## config.mk

```make
export PLATFORM = sky130hd
export DESIGN_NAME = qdr_b4_sram
export DESIGN_NICKNAME = d
export VERILOG_FILES = /design/src/rtl/qdr_b4_pkg.sv /design/src/rtl/qdr_b4_lane_ram.sv /design/src/rtl/qdr_b4_rd_seq.sv /design/src/rtl/qdr_b4_wr_seq.sv /design/src/rtl/qdr_b4_sram.sv
export SDC_FILE = /design/constraint.sdc
export NUM_CORES = 2
export LEC_CHECK = 0
export BUFFER_PORTS_ARGS = -buffer_cell sky130_fd_sc_hd__buf_2
export CORE_MARGIN = 4
export CORE_UTILIZATION = 55
export CTS_CLUSTER_DIAMETER = 30
export CTS_CLUSTER_SIZE = 25
export DETAILED_ROUTE_END_ITERATION = 10
export HOLD_SLACK_MARGIN = 0.08
export PLACE_DENSITY = 0.71
export SLEW_MARGIN = 20
export SYNTH_ARGS = -nofsm -noshare
export SYNTH_HDL_FRONTEND = slang
export SYNTH_HIERARCHICAL = 1
export SYNTH_SLANG_ARGS = --single-unit
```

## constraint.sdc

```tcl
create_clock -name clk -period 4 [get_ports clk]
set_clock_uncertainty 0.2 [all_clocks]
set_input_delay 0.4 -clock clk [delete_from_list [all_inputs] [get_ports clk]]
set_output_delay 0.4 -clock clk [all_outputs]
set_load 0.02 [all_outputs]
```

## src/rtl/qdr_b4_pkg.sv

```systemverilog
package qdr_b4_pkg;

  localparam int BURST_LEN = 4;
  localparam int BEAT_BITS = 2;

  // Low address bits of beat idx, wrapping inside the aligned group.
  function automatic logic [BEAT_BITS-1:0] beat_lo(input logic [BEAT_BITS-1:0] lo,
                                                   input logic [BEAT_BITS-1:0] idx);
    return lo + idx;
  endfunction

endpackage

```

## src/rtl/qdr_b4_lane_ram.sv

```systemverilog
module qdr_b4_lane_ram #(
  parameter int AW = 6,
  parameter int W  = 9
) (
  input  logic          clk,
  input  logic          we,
  input  logic [AW-1:0] waddr,
  input  logic [W-1:0]  wdata,
  input  logic          re,
  input  logic [AW-1:0] raddr,
  output logic [W-1:0]  rdata
);

  localparam int DEPTH = 1 << AW;

  logic [W-1:0] mem [DEPTH];

  // Simple dual-port, read-first: a same-edge write is not seen by the read.
  always_ff @(posedge clk) begin
    if (we) mem[waddr] <= wdata;
    if (re) rdata <= mem[raddr];
  end

endmodule

```

## src/rtl/qdr_b4_rd_seq.sv

```systemverilog
module qdr_b4_rd_seq
  import qdr_b4_pkg::*;
#(
  parameter int AW = 6
) (
  input  logic          clk,
  input  logic          rst,
  input  logic          start,
  input  logic [AW-1:0] start_addr,
  output logic          busy,
  output logic          iss_en,
  output logic [AW-1:0] iss_addr
);

  logic [2:0]           left;
  logic [AW-1:0]        base;
  logic [BEAT_BITS-1:0] idx;

  always_ff @(posedge clk) begin
    if (rst) begin
      left <= '0;
      base <= '0;
      idx  <= '0;
    end else if (start) begin
      left <= 3'(BURST_LEN);
      base <= start_addr;
      idx  <= '0;
    end else if (left != '0) begin
      left <= left - 3'd1;
      idx  <= idx + 2'd1;
    end
  end

  assign iss_en   = (left != '0);
  assign busy     = (left > 3'd1);
  assign iss_addr = {base[AW-1:BEAT_BITS], beat_lo(base[BEAT_BITS-1:0], idx)};

  AST_RD_ISSUE_NEXT: assert property (@(posedge clk) disable iff (rst)
    start |=> iss_en);
  AST_RD_LEFT_RANGE: assert property (@(posedge clk) disable iff (rst)
    left <= 3'(BURST_LEN));

endmodule

```

## src/rtl/qdr_b4_wr_seq.sv

```systemverilog
module qdr_b4_wr_seq
  import qdr_b4_pkg::*;
#(
  parameter int AW = 6
) (
  input  logic          clk,
  input  logic          rst,
  input  logic          start,
  input  logic [AW-1:0] start_addr,
  output logic          busy,
  output logic          commit_en,
  output logic [AW-1:0] commit_addr
);

  logic                 hold;
  logic [AW-1:0]        hold_addr;
  logic [2:0]           left;
  logic [AW-1:0]        base;
  logic [BEAT_BITS-1:0] idx;

  // Command stage: holds the address across the K# edge before data starts.
  always_ff @(posedge clk) begin
    if (rst) begin
      hold      <= 1'b0;
      hold_addr <= '0;
    end else if (start) begin
      hold      <= 1'b1;
      hold_addr <= start_addr;
    end else begin
      hold      <= 1'b0;
    end
  end

  // Beat stage: one data beat committed per edge.
  always_ff @(posedge clk) begin
    if (rst) begin
      left <= '0;
      base <= '0;
      idx  <= '0;
    end else if (hold) begin
      left <= 3'(BURST_LEN);
      base <= hold_addr;
      idx  <= '0;
    end else if (left != '0) begin
      left <= left - 3'd1;
      idx  <= idx + 2'd1;
    end
  end

  assign commit_en   = (left != '0);
  assign busy        = hold | (left > 3'd2);
  assign commit_addr = {base[AW-1:BEAT_BITS], beat_lo(base[BEAT_BITS-1:0], idx)};

  AST_WR_LATE_BEAT: assert property (@(posedge clk) disable iff (rst)
    start |=> ##1 commit_en);
  AST_WR_HOLD_ONE: assert property (@(posedge clk) disable iff (rst)
    hold |=> !hold);

endmodule

```

## src/rtl/qdr_b4_sram.sv

```systemverilog
module qdr_b4_sram #(
  parameter int AW     = 6,
  parameter int LANE_W = 9,
  parameter int LANES  = 4
) (
  input  logic                    clk,
  input  logic                    rst,
  input  logic                    rd_n_i,
  input  logic                    wr_n_i,
  input  logic [AW-1:0]           addr_i,
  input  logic [LANE_W*LANES-1:0] d_i,
  input  logic [LANES-1:0]        bw_n_i,
  output logic [LANE_W*LANES-1:0] q_o,
  output logic                    q_vld_o
);

  localparam int DW = LANE_W * LANES;

  logic          kph;
  logic          k_edge;
  logic          rd_go, wr_go;
  logic          rd_busy, wr_busy;
  logic          rd_iss, wr_commit;
  logic [AW-1:0] rd_addr, wr_addr;
  logic [DW-1:0] ram_q;
  logic          ram_vld;
  logic [1:0]    vcnt;

  // Phase of the double-rate clock: 0 means the coming edge is a K edge.
  always_ff @(posedge clk) begin
    if (rst) kph <= 1'b0;
    else     kph <= ~kph;
  end
  assign k_edge = ~kph;

  // Read has priority over a write on the same K edge.
  assign rd_go = k_edge & ~rd_n_i & ~rd_busy;
  assign wr_go = k_edge & ~wr_n_i & rd_n_i & ~wr_busy;

  qdr_b4_rd_seq #(.AW(AW)) u_rd_seq (
    .clk        (clk),
    .rst        (rst),
    .start      (rd_go),
    .start_addr (addr_i),
    .busy       (rd_busy),
    .iss_en     (rd_iss),
    .iss_addr   (rd_addr)
  );

  qdr_b4_wr_seq #(.AW(AW)) u_wr_seq (
    .clk         (clk),
    .rst         (rst),
    .start       (wr_go),
    .start_addr  (addr_i),
    .busy        (wr_busy),
    .commit_en   (wr_commit),
    .commit_addr (wr_addr)
  );

  for (genvar l = 0; l < LANES; l++) begin : g_lane
    qdr_b4_lane_ram #(.AW(AW), .W(LANE_W)) u_lane (
      .clk   (clk),
      .we    (wr_commit & ~bw_n_i[l]),
      .waddr (wr_addr),
      .wdata (d_i[l*LANE_W +: LANE_W]),
      .re    (rd_iss),
      .raddr (rd_addr),
      .rdata (ram_q[l*LANE_W +: LANE_W])
    );
  end

  always_ff @(posedge clk) begin
    if (rst) begin
      ram_vld <= 1'b0;
      q_vld_o <= 1'b0;
      q_o     <= '0;
    end else begin
      ram_vld <= rd_iss;
      q_vld_o <= ram_vld;
      if (ram_vld) q_o <= ram_q;
    end
  end

  // Beat counter used only by the burst-length check.
  always_ff @(posedge clk) begin
    if (rst)          vcnt <= '0;
    else if (q_vld_o) vcnt <= vcnt + 2'd1;
  end

  AST_RD_FIRST_BEAT: assert property (@(posedge clk) disable iff (rst)
    rd_go |=> ##2 q_vld_o);
  AST_RD_REJECT_NEXT: assert property (@(posedge clk) disable iff (rst)
    rd_go |=> ##1 !rd_go);
  AST_WR_REJECT_NEXT: assert property (@(posedge clk) disable iff (rst)
    wr_go |=> ##1 !wr_go);
  AST_WHOLE_BURSTS: assert property (@(posedge clk) disable iff (rst)
    $fell(q_vld_o) |-> (vcnt == 2'd0));
  AST_CMD_ON_K: assert property (@(posedge clk) disable iff (rst)
    (rd_go || wr_go) |=> !(rd_go || wr_go));

endmodule

```

==> report_table.html <==
<table>
<tr><th>Metric</th><th>Value</th></tr>
<tr><th colspan="2">Status</th></tr>
<tr><td>Run status</td><td>finished, final reports clean</td></tr>
<tr><th colspan="2">Yosys</th></tr>
<tr><td>Flip-flop cell with the highest count after synthesis</td><td>sky130_fd_sc_hd__edfxtp_1</td></tr>
<tr><td>Synthesis-stage register bit count</td><td>~2400</td></tr>
<tr><td>Count of mapped cells out of synthesis</td><td>4340</td></tr>
<tr><td>Netlist Area Pre-Place</td><td>about 93000 sq um</td></tr>
<tr><td>Synth warnings</td><td>6</td></tr>
<tr><td>Number of enable-type register cells in the synthesized netlist</td><td>approximately 2300</td></tr>
<tr><td>Number of nets in the synthesized netlist</td><td>roughly 4400</td></tr>
<tr><td>Syn avg cell area</td><td>21.5 sq um</td></tr>
<tr><td>Share of flip-flops with an asynchronous set or reset</td><td>0%</td></tr>
<tr><td>Synth unique cells</td><td>between 40 and 50</td></tr>
<tr><td>Sequential fraction of the synthesis area</td><td>~77%</td></tr>
<tr><th colspan="2">Global route</th></tr>
<tr><td>Total congestion overflow</td><td>0</td></tr>
<tr><td>Largest net degree at the start of global routing</td><td>between 60 and 70</td></tr>
<tr><td>Number of antenna violations at the first check in global routing</td><td>2</td></tr>
<tr><td>First-pass GRT wire length</td><td>around 330 mm</td></tr>
<tr><td>Total global routing track utilization</td><td>25.7%</td></tr>
<tr><td>Vias in the first global route</td><td>49100</td></tr>
<tr><th colspan="2">Drt</th></tr>
<tr><td>Post-route DRC</td><td>0</td></tr>
<tr><td>First DRT Iteration DRCs</td><td>5516</td></tr>
<tr><td>WL final</td><td>224 mm</td></tr>
<tr><td>Routed len/inst</td><td>between 20 and 30 um</td></tr>
<tr><td>Vias per cell</td><td>approximately 6.3</td></tr>
<tr><td>Top Metal Used</td><td>met5</td></tr>
<tr><td>Wire length on met2</td><td>approximately 110 mm</td></tr>
<tr><td>Total number of vias</td><td>~48000</td></tr>
<tr><td>Iteration count of the initial detailed-routing pass</td><td>5</td></tr>
<tr><td>Detail Route Antenna Nets</td><td>0</td></tr>
<tr><td>Sum of routed wire segments on met1</td><td>between 80 and 90 mm</td></tr>
<tr><td>Wire length on met3</td><td>roughly 20 mm</td></tr>
<tr><th colspan="2">CTS</th></tr>
<tr><td>CTS Root Cell</td><td>sky130_fd_sc_hd__clkbuf_16</td></tr>
<tr><td>Num CTS Buffers</td><td>about 430</td></tr>
<tr><td>TritonCTS clock tree</td><td>done</td></tr>
<tr><td>Worst-skew pair later-pin latency</td><td>~960 ps</td></tr>
<tr><td>Clock transition at the registers of the reported paths</td><td>about 50 ps</td></tr>
<tr><td>Clk sinks</td><td>about 2400</td></tr>
<tr><td>Maximum level of the CTS H-tree</td><td>5</td></tr>
<tr><td>Postcts setup bufs</td><td>0</td></tr>
<tr><td>Largest buffer count on any clock path</td><td>4</td></tr>
<tr><th colspan="2">Critical path</th></tr>
<tr><td>Peak per-stage delay on the critical path</td><td>roughly 700 ps</td></tr>
<tr><td>Slowest cell on the critical path</td><td>sky130_fd_sc_hd__a2111oi_0</td></tr>
<tr><td>Startpoint type of the worst setup path</td><td>flop</td></tr>
<tr><td>Worst-path cell chain</td><td>ha_4, xnor2_1, xnor2_4, buf_12, buf_12, mux4_2, a2111oi_0, buf_4, a2111oi_0, a221o_1</td></tr>
<tr><td>Worst path required time</td><td>4480 ps</td></tr>
<tr><td>Critical path class</td><td>reg2reg</td></tr>
<tr><td>Crit-path max FO</td><td>37</td></tr>
<tr><td>WP data arrival</td><td>about 4300 ps</td></tr>
<tr><td>Type of element capturing the critical path</td><td>flop</td></tr>
<tr><th colspan="2">STA</th></tr>
<tr><td>Worst Max-Slew Pin Slew</td><td>between 1000 and 1500 ps</td></tr>
<tr><td>Final period util</td><td>between 90% and 100%</td></tr>
<tr><td>Number of pins with negative max-slew slack in the final report</td><td>0</td></tr>
<tr><td>Achievable Freq</td><td>264 MHz</td></tr>
<tr><td>Remaining max-slew budget at the tightest pin</td><td>28.2%</td></tr>
<tr><td>Hold violation count in the final report</td><td>0</td></tr>
<tr><td>Setup Viol. Count Final</td><td>0</td></tr>
<tr><td>Final min period</td><td>about 3800 ps</td></tr>
<tr><td>RSZ-0062 raised after global routing</td><td>no</td></tr>
<tr><td>Final-layout setup total negative slack</td><td>0 ps</td></tr>
<tr><th colspan="2">Floorplan</th></tr>
<tr><td>Width of the chip</td><td>420 um</td></tr>
<tr><td>Core area</td><td>between 150000 and 200000 sq um</td></tr>
<tr><td>Chip Height</td><td>between 400 and 500 um</td></tr>
<tr><td>Row count</td><td>between 150 and 200</td></tr>
<tr><td>I/O pin cnt</td><td>87</td></tr>
<tr><td>Effective utilization at floorplan</td><td>a little under three fifths</td></tr>
<tr><td>Die Footprint</td><td>roughly 180000 sq um</td></tr>
<tr><th colspan="2">Layout</th></tr>
<tr><td>Share of cells above drive strength 1</td><td>between 30 and 40%</td></tr>
<tr><td>Number of inserted filler cells in the final layout</td><td>between 10000 and 15000</td></tr>
<tr><td>Commonest non-fill, non-tap cells in the layout</td><td>sky130_fd_sc_hd__edfxtp_1, sky130_fd_sc_hd__mux4_2, sky130_fd_sc_hd__clkbuf_16</td></tr>
<tr><td>Post-synthesis to final-layout area growth</td><td>21.9%</td></tr>
<tr><td>Commonest non-fill, non-tap cell in the layout</td><td>sky130_fd_sc_hd__edfxtp_1</td></tr>
<tr><td>Post-layout instance area</td><td>about 110000 sq um</td></tr>
<tr><td>Fin nets</td><td>slightly above 5000</td></tr>
<tr><th colspan="2">Power and ir drop</th></tr>
<tr><td>Total power</td><td>79500 uW</td></tr>
<tr><td>Pwr per Cell Area</td><td>about 700 nW/um^2</td></tr>
<tr><td>Standby leakage power</td><td>0.0370 uW</td></tr>
<tr><td>Worst IR Drop VDD</td><td>483 uV</td></tr>
<tr><th colspan="2">Placement</th></tr>
<tr><td>Detailed-placement wirelength estimate</td><td>roughly 130 mm</td></tr>
<tr><td>Area after DPL</td><td>98800 sq um</td></tr>
<tr><td>Buffers on Ports</td><td>86</td></tr>
<tr><td>Gpl congestion</td><td>~0.83</td></tr>
<tr><th colspan="2">Hold path</th></tr>
<tr><td>Tightest Hold Check Type</td><td>in2reg</td></tr>
<tr><th colspan="2">Flow run</th></tr>
<tr><td>Reported max-cap violation count</td><td>0</td></tr>
</table>
through the flow:
| step | std cells | util [%] | hold WS [ps] | worst slack, ps |
|---|---|---|---|---|
| after floorplan | 4340 | - | 214 | 1040 |
| after global placement | 6813 | 58.4 | 242 | 194 |
| after detailed placement | 6815 | 58.4 | 254 | 160 |
| after CTS | 7656 | 67.3 | 83.0 | 33.4 |
| after global routing | 7661 | 67.4 | 136 | 55.5 |
| final | 7662 | 67.4 | 144 | 208 |
sequential cells by signal, summed over array words and instances (netlist names):
signal               flops
g_lane.u_lane/mem     2304
g_lane.u_lane/rdata     36
q_o                     36
u_rd_seq/base            6
u_wr_seq/base            6
u_wr_seq/hold_addr       6
u_rd_seq/left            3
u_wr_seq/left            3
u_rd_seq/idx             2
u_wr_seq/idx             2
kph                      1
q_vld_o                  1
ram_vld                  1
u_wr_seq/hold            1
critical path: cells and delay by family, from the launching register on:
kind / cells / cell delay, ps
xor gates and xnor gates: 2 / 600
AOI/OAI and AO/OA: 3 / 1100
muxes: 1 / 320
adders and majority gates: 1 / 170
DFF: 1 / 340
buffers and inverters: 3 / 770
synth_stat cells (all sizes together), types with 12 or more instances:
cell type | count | area share (%)
and2 | 16 | 0.11
edfxtp | 2340 | 75
mux4 | 604 | 15
o21bai | 13 | 0.10
a21oi | 20 | 0.11
clkbuf | 96 | 0.39
o211ai | 20 | 0.16
nand2b | 24 | 0.16
a2111oi | 26 | 0.26
a211oi | 16 | 0.13
mux2i | 142 | 1.5
a22oi | 68 | 0.55
nor2 | 343 | 1.4
dfxtp | 68 | 1.5
buf | 142 | 1.2
nand2 | 96 | 0.39
nand3 | 48 | 0.26
mux2 | 16 | 0.19
o221ai | 20 | 0.19
nand3b | 12 | 0.096
inv | 12 | 0.048
o21ai | 23 | 0.12
nor2b | 67 | 0.46
nor3 | 13 | 0.070
o22ai | 32 | 0.21
a221o | 12 | 0.13
power breakdown:
group	internal, uW	total (uW)	switching [uW]
clock	23600	35900	12300
sequential	28500	29100	648
combinational	6720	14500	7730
total	58800	79500	20700
final timing paths:
path	start	to	slack, ps	depth (start not counted)
hold / removal	addr_i[3]	u_wr_seq/hold_addr[3]$_SDFFE_PP0P_	140	4
setup reg to reg	u_rd_seq/base[0]$_SDFFE_PP0P_	g_lane[0].u_lane/rdata[8]$_DFFE_PP_	210	10
setup / recovery	u_rd_seq/base[0]$_SDFFE_PP0P_	g_lane[0].u_lane/rdata[8]$_DFFE_PP_	210	10
hold reg to reg	kph$_SDFF_PP0_	kph$_SDFF_PP0_	270	1
routing by layer:
layer / track usage, % / vias to the layer above
li1: - / 19800
met1: 36.2 / 25200
met2: 40.8 / 2618
met3: 5.14 / 469
met4: 9.11 / 4
met5: 0 / -
layout make-up:
cell class                      count  area (sq um)  area share [%]
Multi-Input combinational cell   1682         20400            17.9
Clock buffer                      472         11100            9.73
Antenna cell                        1          2.50         0.00220
Timing Repair Buffer              555          4620            4.05
Clock inverter                    314          3390            2.98
Tap cell                         2218          2780            2.44
Sequential cell                  2408         71700            62.9
Inverter                           12          45.0          0.0395
cells by family (layout without fill, tap and decap cells):
| group | count (synthesis) | count (layout) | share of synthesized area (%) |
|---|---|---|---|
| XOR/XNOR | 8 | 8 | 0.0750 |
| buffers and inverters | 250 | 1353 | 1.62 |
| flip-flops | 2408 | 2408 | 76.6 |
| AND/OR/NAND/NOR | 646 | 646 | 3.13 |
| multiplexers | 762 | 762 | 16.4 |
| AO/OA/AOI/OAI | 258 | 258 | 2.03 |
| adder cells (fa/ha/maj) | 8 | 8 | 0.107 |
| other | 0 | 1 | 0 |
what timing repair did:
action,in CTS,in global routing
setup endpoints to repair,0,3
resized for setup,0,1
endpoints found under the hold margin,1568,320
hold buffers,55,5
(Power assumes the default switching activity.)
